[src/rtl/dac_trig_pkg.sv]
package dac_trig_pkg;
  localparam int unsigned BUS_W    = 32;
  localparam int unsigned CODE_W   = 12;
  localparam int unsigned NUM_HW   = 7;
  localparam int unsigned TSEL_W   = 4;
  localparam int unsigned NUM_CH   = 2;
  localparam int unsigned CH_SHIFT = 16;
  localparam int unsigned FIELD_W  = 2 + TSEL_W;

  localparam int unsigned OFS_CTRL   = 'h00;
  localparam int unsigned OFS_STROBE = 'h04;
  localparam int unsigned OFS_HOLD1  = 'h08;
  localparam int unsigned OFS_HOLD2  = 'h14;
  localparam int unsigned OFS_LIVE1  = 'h2C;
  localparam int unsigned OFS_LIVE2  = 'h30;

  // packed MSB first: tsel at [5:2], ten at [1], en at [0]
  typedef struct packed {
    logic [TSEL_W-1:0] tsel;
    logic              ten;
    logic              en;
  } ch_ctrl_t;
endpackage

[src/rtl/trig_sync.sv]
module trig_sync #(
  parameter int unsigned N      = 7,
  parameter int unsigned STAGES = 2
) (
  input  logic         clk_i,
  input  logic         rst_ni,
  input  logic [N-1:0] async_i,
  output logic [N-1:0] rise_o
);
  logic [N-1:0] sync_q [STAGES];
  logic [N-1:0] prev_q;

  always_ff @(posedge clk_i or negedge rst_ni) begin
    if (!rst_ni) begin
      for (int s = 0; s < STAGES; s++) sync_q[s] <= '0;
      prev_q <= '0;
    end else begin
      sync_q[0] <= async_i;
      for (int s = 1; s < STAGES; s++) sync_q[s] <= sync_q[s-1];
      prev_q <= sync_q[STAGES-1];
    end
  end

  assign rise_o = sync_q[STAGES-1] & ~prev_q;

  for (genvar b = 0; b < N; b++) begin : g_chk
    assert_edge_once_R7: assert property (@(posedge clk_i) disable iff (!rst_ni)
      rise_o[b] |=> !rise_o[b]);
  end
endmodule

[src/rtl/dac_chan.sv]
module dac_chan
  import dac_trig_pkg::*;
#(
  parameter int unsigned CW  = CODE_W,
  parameter int unsigned NHW = NUM_HW
) (
  input  logic           clk_i,
  input  logic           rst_ni,
  input  logic           ctrl_we_i,
  input  ch_ctrl_t       ctrl_i,
  input  logic           hold_we_i,
  input  logic [CW-1:0]  hold_i,
  input  logic           strobe_we_i,
  input  logic [NHW-1:0] hw_rise_i,
  output ch_ctrl_t       ctrl_o,
  output logic [CW-1:0]  hold_o,
  output logic [CW-1:0]  live_o,
  output logic           strobe_o
);
  ch_ctrl_t      ctrl_q;
  logic [CW-1:0] hold_q, live_q;
  logic          strobe_q;
  logic          sw_sel, armed, hw_hit, sw_hit, load;

  assign sw_sel = (ctrl_q.tsel == '0);
  assign armed  = ctrl_q.en & ctrl_q.ten;
  assign sw_hit = strobe_q & sw_sel;

  always_comb begin
    hw_hit = 1'b0;
    for (int k = 1; k <= NHW; k++)
      if (ctrl_q.tsel == TSEL_W'(k)) hw_hit = hw_rise_i[k-1];
  end

  assign load = ctrl_q.en & (ctrl_q.ten ? (sw_hit | hw_hit) : 1'b1);

  always_ff @(posedge clk_i or negedge rst_ni) begin
    if (!rst_ni) begin
      ctrl_q   <= '0;
      hold_q   <= '0;
      live_q   <= '0;
      strobe_q <= 1'b0;
    end else begin
      if (ctrl_we_i) ctrl_q <= ctrl_i;
      if (hold_we_i) hold_q <= hold_i;
      if (load)      live_q <= hold_q;
      // a pending strobe always clears; a new one needs the channel armed on source 0
      if (strobe_q)                              strobe_q <= 1'b0;
      else if (strobe_we_i && armed && sw_sel)   strobe_q <= 1'b1;
    end
  end

  assign ctrl_o   = ctrl_q;
  assign hold_o   = hold_q;
  assign live_o   = live_q;
  assign strobe_o = strobe_q;

  assert_hold_frozen_R5: assert property (@(posedge clk_i) disable iff (!rst_ni)
    !ctrl_q.en |=> $stable(live_q));
  assert_follow_R4: assert property (@(posedge clk_i) disable iff (!rst_ni)
    (ctrl_q.en && !ctrl_q.ten) |=> (live_q == $past(hold_q)));
  assert_strobe_clear_R6: assert property (@(posedge clk_i) disable iff (!rst_ni)
    strobe_q |=> !strobe_q);
  assert_reserved_sel_R8: assert property (@(posedge clk_i) disable iff (!rst_ni)
    (ctrl_q.en && ctrl_q.ten && (ctrl_q.tsel > TSEL_W'(NHW))) |=> $stable(live_q));
endmodule

[src/rtl/dac_trig_regs.sv]
module dac_trig_regs
  import dac_trig_pkg::*;
#(
  parameter int unsigned ADDR_W      = 6,
  parameter int unsigned SYNC_STAGES = 2
) (
  input  logic                clk_i,
  input  logic                rst_ni,
  input  logic                req_i,
  input  logic                we_i,
  input  logic [ADDR_W-1:0]   addr_i,
  input  logic [BUS_W-1:0]    wdata_i,
  output logic [BUS_W-1:0]    rdata_o,
  input  logic [NUM_HW-1:0]   hw_trig_i,
  output logic [CODE_W-1:0]   ch1_code_o,
  output logic [CODE_W-1:0]   ch2_code_o
);
  logic              wr;
  logic [NUM_HW-1:0] hw_rise;
  ch_ctrl_t          ctrl_q   [NUM_CH];
  logic [CODE_W-1:0] hold_q   [NUM_CH];
  logic [CODE_W-1:0] live_q   [NUM_CH];
  logic [NUM_CH-1:0] strobe_q;
  logic              unused_wdata;

  assign wr = req_i & we_i;
  assign unused_wdata = ^{wdata_i[BUS_W-1:CH_SHIFT+FIELD_W],
                          wdata_i[CH_SHIFT-1:FIELD_W]};

  trig_sync #(.N(NUM_HW), .STAGES(SYNC_STAGES)) i_sync (
    .clk_i  (clk_i),
    .rst_ni (rst_ni),
    .async_i(hw_trig_i),
    .rise_o (hw_rise)
  );

  for (genvar ch = 0; ch < NUM_CH; ch++) begin : g_ch
    localparam int unsigned HOLD_OFS = (ch == 0) ? OFS_HOLD1 : OFS_HOLD2;
    dac_chan i_chan (
      .clk_i      (clk_i),
      .rst_ni     (rst_ni),
      .ctrl_we_i  (wr && addr_i == ADDR_W'(OFS_CTRL)),
      .ctrl_i     (ch_ctrl_t'(wdata_i[ch*CH_SHIFT +: FIELD_W])),
      .hold_we_i  (wr && addr_i == ADDR_W'(HOLD_OFS)),
      .hold_i     (wdata_i[CODE_W-1:0]),
      .strobe_we_i(wr && addr_i == ADDR_W'(OFS_STROBE) && wdata_i[ch]),
      .hw_rise_i  (hw_rise),
      .ctrl_o     (ctrl_q[ch]),
      .hold_o     (hold_q[ch]),
      .live_o     (live_q[ch]),
      .strobe_o   (strobe_q[ch])
    );
  end

  always_comb begin
    rdata_o = '0;
    if (addr_i == ADDR_W'(OFS_CTRL)) begin
      for (int ch = 0; ch < NUM_CH; ch++) rdata_o[ch*CH_SHIFT +: FIELD_W] = ctrl_q[ch];
    end else if (addr_i == ADDR_W'(OFS_STROBE)) begin
      rdata_o[NUM_CH-1:0] = strobe_q;
    end else if (addr_i == ADDR_W'(OFS_HOLD1)) begin
      rdata_o[CODE_W-1:0] = hold_q[0];
    end else if (addr_i == ADDR_W'(OFS_HOLD2)) begin
      rdata_o[CODE_W-1:0] = hold_q[1];
    end else if (addr_i == ADDR_W'(OFS_LIVE1)) begin
      rdata_o[CODE_W-1:0] = live_q[0];
    end else if (addr_i == ADDR_W'(OFS_LIVE2)) begin
      rdata_o[CODE_W-1:0] = live_q[1];
    end
  end

  assign ch1_code_o = live_q[0];
  assign ch2_code_o = live_q[1];

  assert_live_ro_R9: assert property (@(posedge clk_i) disable iff (!rst_ni)
    (wr && addr_i == ADDR_W'(OFS_LIVE1) && !ctrl_q[0].en) |=> $stable(ch1_code_o));
endmodule

[config.mk]
export PLATFORM = sky130hd
export DESIGN_NAME = dac_trig_regs
export DESIGN_NICKNAME = d
export VERILOG_FILES = /design/src/rtl/dac_trig_pkg.sv /design/src/rtl/trig_sync.sv /design/src/rtl/dac_chan.sv /design/src/rtl/dac_trig_regs.sv
export SDC_FILE = /design/constraint.sdc
export NUM_CORES = 1
export LEC_CHECK = 0
export ABC_AREA = 1
export BUFFER_PORTS_ARGS = -buffer_cell sky130_fd_sc_hd__buf_2
export CAP_MARGIN = 20
export CORE_MARGIN = 2
export CORE_UTILIZATION = 45
export CTS_CLUSTER_SIZE = 10
export DETAILED_ROUTE_END_ITERATION = 10
export PLACE_DENSITY = 0.66
export SYNTH_ARGS = -nofsm -noshare
export SYNTH_HDL_FRONTEND = slang
export SYNTH_HIERARCHICAL = 1
export SYNTH_SLANG_ARGS = --single-unit
[constraint.sdc]
create_clock -name clk_i -period 1.8 [get_ports clk_i]
set_clock_uncertainty 0.05 [all_clocks]
set_input_delay 0.18 -clock clk_i [delete_from_list [all_inputs] [get_ports clk_i]]
set_output_delay 0.18 -clock clk_i [all_outputs]
set_load 0.05 [all_outputs]
# Yosys cells after proc, flatten, opt, wreduce, memory -nomap -nowiden
# Index checks and enable logic that the tools add are counted.
[word_totals]
reg_bits = 83
in_bits = 49
output_inout_bits = 56
elab_cells = 87
[classes]
n_eq_ne = 19
muxes = 29
bitwise_logic = 11
n_reduce_logical = 13
[op_table]
columns = ["operator", "n"]
rows = [
  ["$mux 12", 4],
  ["$eq 4x3->1 const B", 8],
  ["$mux 1", 20],
  ["$mux 6", 3],
  ["$eq 4x2->1 const B", 4],
  ["$eq 6x6->1 const B", 2],
  ["$logic_and 1x1->1", 10],
  ["$mux 10", 1],
  ["$eq 4x1->1 const B", 2],
  ["$logic_not 4->1", 2],
  ["$and 1x1->1", 7],
  ["$and 7x7->7", 1],
  ["$not 7->7", 1],
  ["$eq 6x3->1 const B", 1],
  ["$eq 6x4->1 const B", 1],
  ["$eq 6x5->1 const B", 1],
  ["$logic_not 6->1", 1],
  ["$mux 2", 1],
  ["$or 1x1->1", 2],
]

# Logic depth before layout (Yosys ltp)
[depth]
depth_word = 12
ltp_mapped = 12
mapped_depth_nobuf = 11

# Hierarchy
# Netlist, hierarchy kept.
[by_module_without_submodules]
columns = ["mod", "n_inst", "cells_each", "area_each_um2", "seq_area_each_um2"]
rows = [
  ["dac_chan", 2, 127, 1295.0, 775.7],
  ["dac_trig_regs", 1, 179, 870.8, 0.0],
  ["trig_sync", 1, 35, 595.6, 525.5],
]

# Worst setup path before layout
# OpenSTA, ideal clock, no wires.
[synth_timing]
kind = "register to output"
start = "register g_ch[1].i_chan.live_q[10]"
end = "output port rdata_o[10]"
arrival_ns = 1.556
required_ns = 1.570
setup_slack_ns = 0.014
path_stages_with_launch = 3
path_buffers = 0
path_cell_list = "dfrtp_1 inv_1 o2111ai_1"
[synth_via]
elab_chain_len = 6
[synth_lines]
columns = ["element", "line_no", "text"]
rows = [
  ["from (decl)", "dac_chan.sv:21", "logic [CW-1:0] hold_q, live_q;"],
  ["from (signal assigned)", "dac_chan.sv:46", "if (load) live_q <= hold_q;"],
  ["$mux 12", "dac_trig_regs.sv:67", "end else if (addr_i == ADDR_W'(OFS_LIVE2)) begin"],
  ["$mux 12", "dac_trig_regs.sv:65", "end else if (addr_i == ADDR_W'(OFS_LIVE1)) begin"],
  ["$mux 12", "dac_trig_regs.sv:63", "end else if (addr_i == ADDR_W'(OFS_HOLD2)) begin"],
  ["$mux 12", "dac_trig_regs.sv:61", "end else if (addr_i == ADDR_W'(OFS_HOLD1)) begin"],
  ["$mux 10", "dac_trig_regs.sv:59", "end else if (addr_i == ADDR_W'(OFS_STROBE)) begin"],
  ["$mux 6", "dac_trig_regs.sv:57", "if (addr_i == ADDR_W'(OFS_CTRL)) begin"],
  ["to (decl)", "dac_trig_regs.sv:13", "output logic [BUS_W-1:0] rdata_o,"],
]
# Every way passes these cells.

# Worst setup path after layout
[layout_timing]
start = "register g_ch[1].i_chan.live_q[5]"
end = "output port rdata_o[5]"
# The elaborated chain is that of the path after synthesis.

==> summary.txt <==
Setup path
  – Crit-path max cell delay: 0.37 ns
  – Reg2reg start: g_ch[0].i_chan/ctrl_o[2]$_DFFE_PN0P_
  – Worst setup SP type: flop
  – WP buf/inv: 2
  – Crit-path cells: inv_1 > nor2_1 > nor2_1 > nand2_1 > nand2_1 > nand2_1 > buf_2
  – Worst Setup SP: g_ch[1].i_chan/live_o[5]$_DFFE_PN0P_
  – CP max-delay cell: dfrtp_1
  – WS Path Type: flop to output port
  – CP top delay family: simple AND/OR/NAND/NOR gates
  – Critical path required time: 1.57 ns
  – Setup crit end kind: output port
  – Max FO, Critical Path: 3
  – Most frequent CP cell: nand2_1
  – CP Data Arrival Time: 1.48 ns

GRT
  – Largest net degree at the start of global routing: 28
  – Number of global-route vias before repair: 3,319
  – Gr ovfl total: 0
  – First-pass GRT wire length: 16,000 um
  – Initial antenna violation count: 0
  – Total track usage: 20.9%

Die
  – Top Ports: 105
  – Die area: 0.00979 sq mm
  – Die Ht: 98.9 um
  – Rows: 34
  – Starting Density: 46.5%
  – Chip width: 98.9 um
  – Core Area: 0.00872 sq mm

STA
  – Final min period: 1.71 ns
  – # setup viols final: 0
  – RSZ-0062 raised after global routing: false
  – TNS Setup: 0 ns
  – Final Max Slew Viols: 0
  – Fmax: 0.586 GHz
  – Fin crit share: 94.9%
  – Hold Fails Final Rpt: 0

Logic synthesis
  – Synth area leaders: dfrtp_1 51%, nand2_1 9.8%, mux2_2 7.8%
  – Cell taking the most area after synthesis: dfrtp_1
  – YS warnings: 6
  – Synth Cell Area: 0.00406 sq mm
  – Synth Instances: 468
  – Avg Cell Area, Syn: 8.67 sq um
  – Seq cells post-synth: 83
  – Share of the synthesized area in the top cell type: 51.2%
  – Sequential share of the synthesized area: 51.2%
  – Yosys cell types: 24

CTS
  – Worst-Skew Late Latency: 0.36 ns
  – CTS Buffer Depth: 2
  – Root Driver: clkbuf_8
  – Clock-pin slew on the worst setup and hold paths: 0.09 ns
  – CTS tree: done
  – CTS sink count: 83
  – Num CTS Buffers: 9
  – CTS H-tree lvls: 3

Detailed routing
  – Via count: 3,341
  – Number of vias per cell: 4.84
  – Final wirelength: 9680 um
  – Met1 WL: 4230 um
  – Top layer in use: met4
  – Routed wl met2: 4830 um
  – Drt initial violations: 167
  – DRC viols: 0
  – Wire per inst: 14.0 um
  – Final ANT Viol Nets: 0
  – DRT Pass-1 Iters: 4
  – Met3 wire length: 521 um

Final layout
  – Nets: 627
  – Area delta synth->final: 23.5%
  – Share of post-route cells with drive strength above 1: 29.8%
  – N_diodes: 0

Worst hold path
  – Hold_sp: wdata_i[7]
  – Min-Delay Path Class: input pin to flop

Place
  – Detailed Place HPWL: 7070 um
  – I/O Buffers: 76
  – Final Wtd Congestion: 0.895

Power
  – Lkg Pwr: 2.74 nW
  – Pwr dens: 894 mW/mm^2
  – Peak VDD IR: 0.000507 V
  – Design Power: 4.48 mW

Run
  – MaxCap Viol Count: 0

Status
  – Status: finished clean
-- path summary, 6_finish.rpt --
path | end | slack (ns) | depth (start not counted)
worst max-delay path | rdata_o[5] | 0.09 | 7
min in group asynchronous | i_sync/sync_q[12]$_DFF_PN0_ | 0.17 | 2
max in group asynchronous | g_ch[0].i_chan/strobe_o$_DFF_PN0_ | 0.95 | 3
worst min register to register | i_sync/sync_q[1]$_DFF_PN0_ | 0.30 | 0
worst min-delay path | g_ch[0].i_chan/hold_o[7]$_DFFE_PN0P_ | 0.009 | 2
worst max register to register | g_ch[0].i_chan/live_o[11]$_DFFE_PN0P_ | 0.22 | 10
-- power by group --
| part | internal [mW] | total [mW] | switching (mW) | leakage, nW |
|---|---|---|---|---|
| sequential | 2.03 | 2.16 | 0.140 | 1.06 |
| combinational | 0.262 | 0.909 | 0.647 | 1.58 |
| clock | 0.665 | 1.41 | 0.740 | 0.102 |
-- worst reg2reg max path, cell delays in order (launching register included) --
cell,delay [ns]
dfrtp_1,0.47
nor2_2,0.20
nand2_1,0.06
nand2_1,0.06
inv_1,0.03
nand2_1,0.05
nand2_1,0.06
nand3_2,0.07
nand2_2,0.20
nand2_1,0.14
nand2_1,0.07
-- layer usage --
metal  vias to the layer above  track usage, %
met1                      1565            27.8
met3                        10            3.19
met5                         -               0
met4                         0            7.27
met2                       101            34.9
li1                       1665               -
-- cell families (layout without fill, tap and decap cells) --
family | count (synthesis) | count (layout) | share of synthesized area, %
muxes | 28 | 28 | 7.77
other | 1 | 14 | 0.0924
and+or+nand+nor | 242 | 242 | 27.0
AOI/OAI and AO/OA | 19 | 19 | 2.81
DFF | 83 | 83 | 51.2
buffers and inverters | 95 | 197 | 11.1
-- sequential cells by signal, indices dropped and copies added (netlist names) --
signal / count
i_sync/prev_q: 7
i_sync/sync_q: 14
g_ch.i_chan/hold_o: 24
g_ch.i_chan/ctrl_o: 12
g_ch.i_chan/strobe_o: 2
g_ch.i_chan/live_o: 24
-- repair_timing --
action / 4_1_cts / 5_1_grt
setup endpoints to repair: 1 / 11
hold buffers: 14 / 0
endpoints found under the hold margin: 76 / 0
resized for setup: 1 / 1
buffers inserted: 0 / 1
pin swaps: 0 / 1
-- cell type report --
class | count | area (sq um)
fillers | 804 | 3710
flip-flops and latches | 83 | 2080
multi-input cells | 303 | 1590
repair buffers | 113 | 746
inverters | 68 | 255
well taps | 108 | 135
clock buffers | 9 | 124
clock inverters | 7 | 83.8
-- placed cells by master, fill, tap and decap left out, types with 14 or more instances in the layout --
| cell type | instances |
|---|---|
| nand2_1 | 106 |
| nor2_1 | 55 |
| nand3_1 | 35 |
| buf_2 | 75 |
| buf_4 | 20 |
| dfrtp_1 | 83 |
| conb_1 | 14 |
| dlygate4sd3_1 | 14 |
| mux2_2 | 28 |
| inv_1 | 65 |
| nand4_1 | 15 |
-- synthesized netlist by cell type (all sizes together) --
| cell | n |
|---|---|
| nand2 | 108 |
| dfrtp | 83 |
| nor2 | 70 |
| inv | 68 |
| nand3 | 42 |
| mux2 | 28 |
| buf | 23 |
| o21ai | 18 |
| nand4 | 15 |
| clkbuf | 4 |
| or2 | 4 |
| nor3 | 2 |
| and3 | 1 |
| conb | 1 |
| o2111ai | 1 |
-- metrics by stage --
step                cell area (sq um)  std cells  utilization [%]  hold slack, ns  worst slack [ns]
floorplan                        4110        481                -          -0.166            0.0142
global placement                 4630        660             53.1          0.0193            0.0606
detailed placement               4630        660             53.1          0.0263           0.00963
CTS                              4980        690             57.1         0.00179            0.0274
global route                     5010        691             57.5          0.0159           0.00453
finish                           5010        691             57.5         0.00871            0.0923
Note: power is estimated with default switching activity, not from simulation.
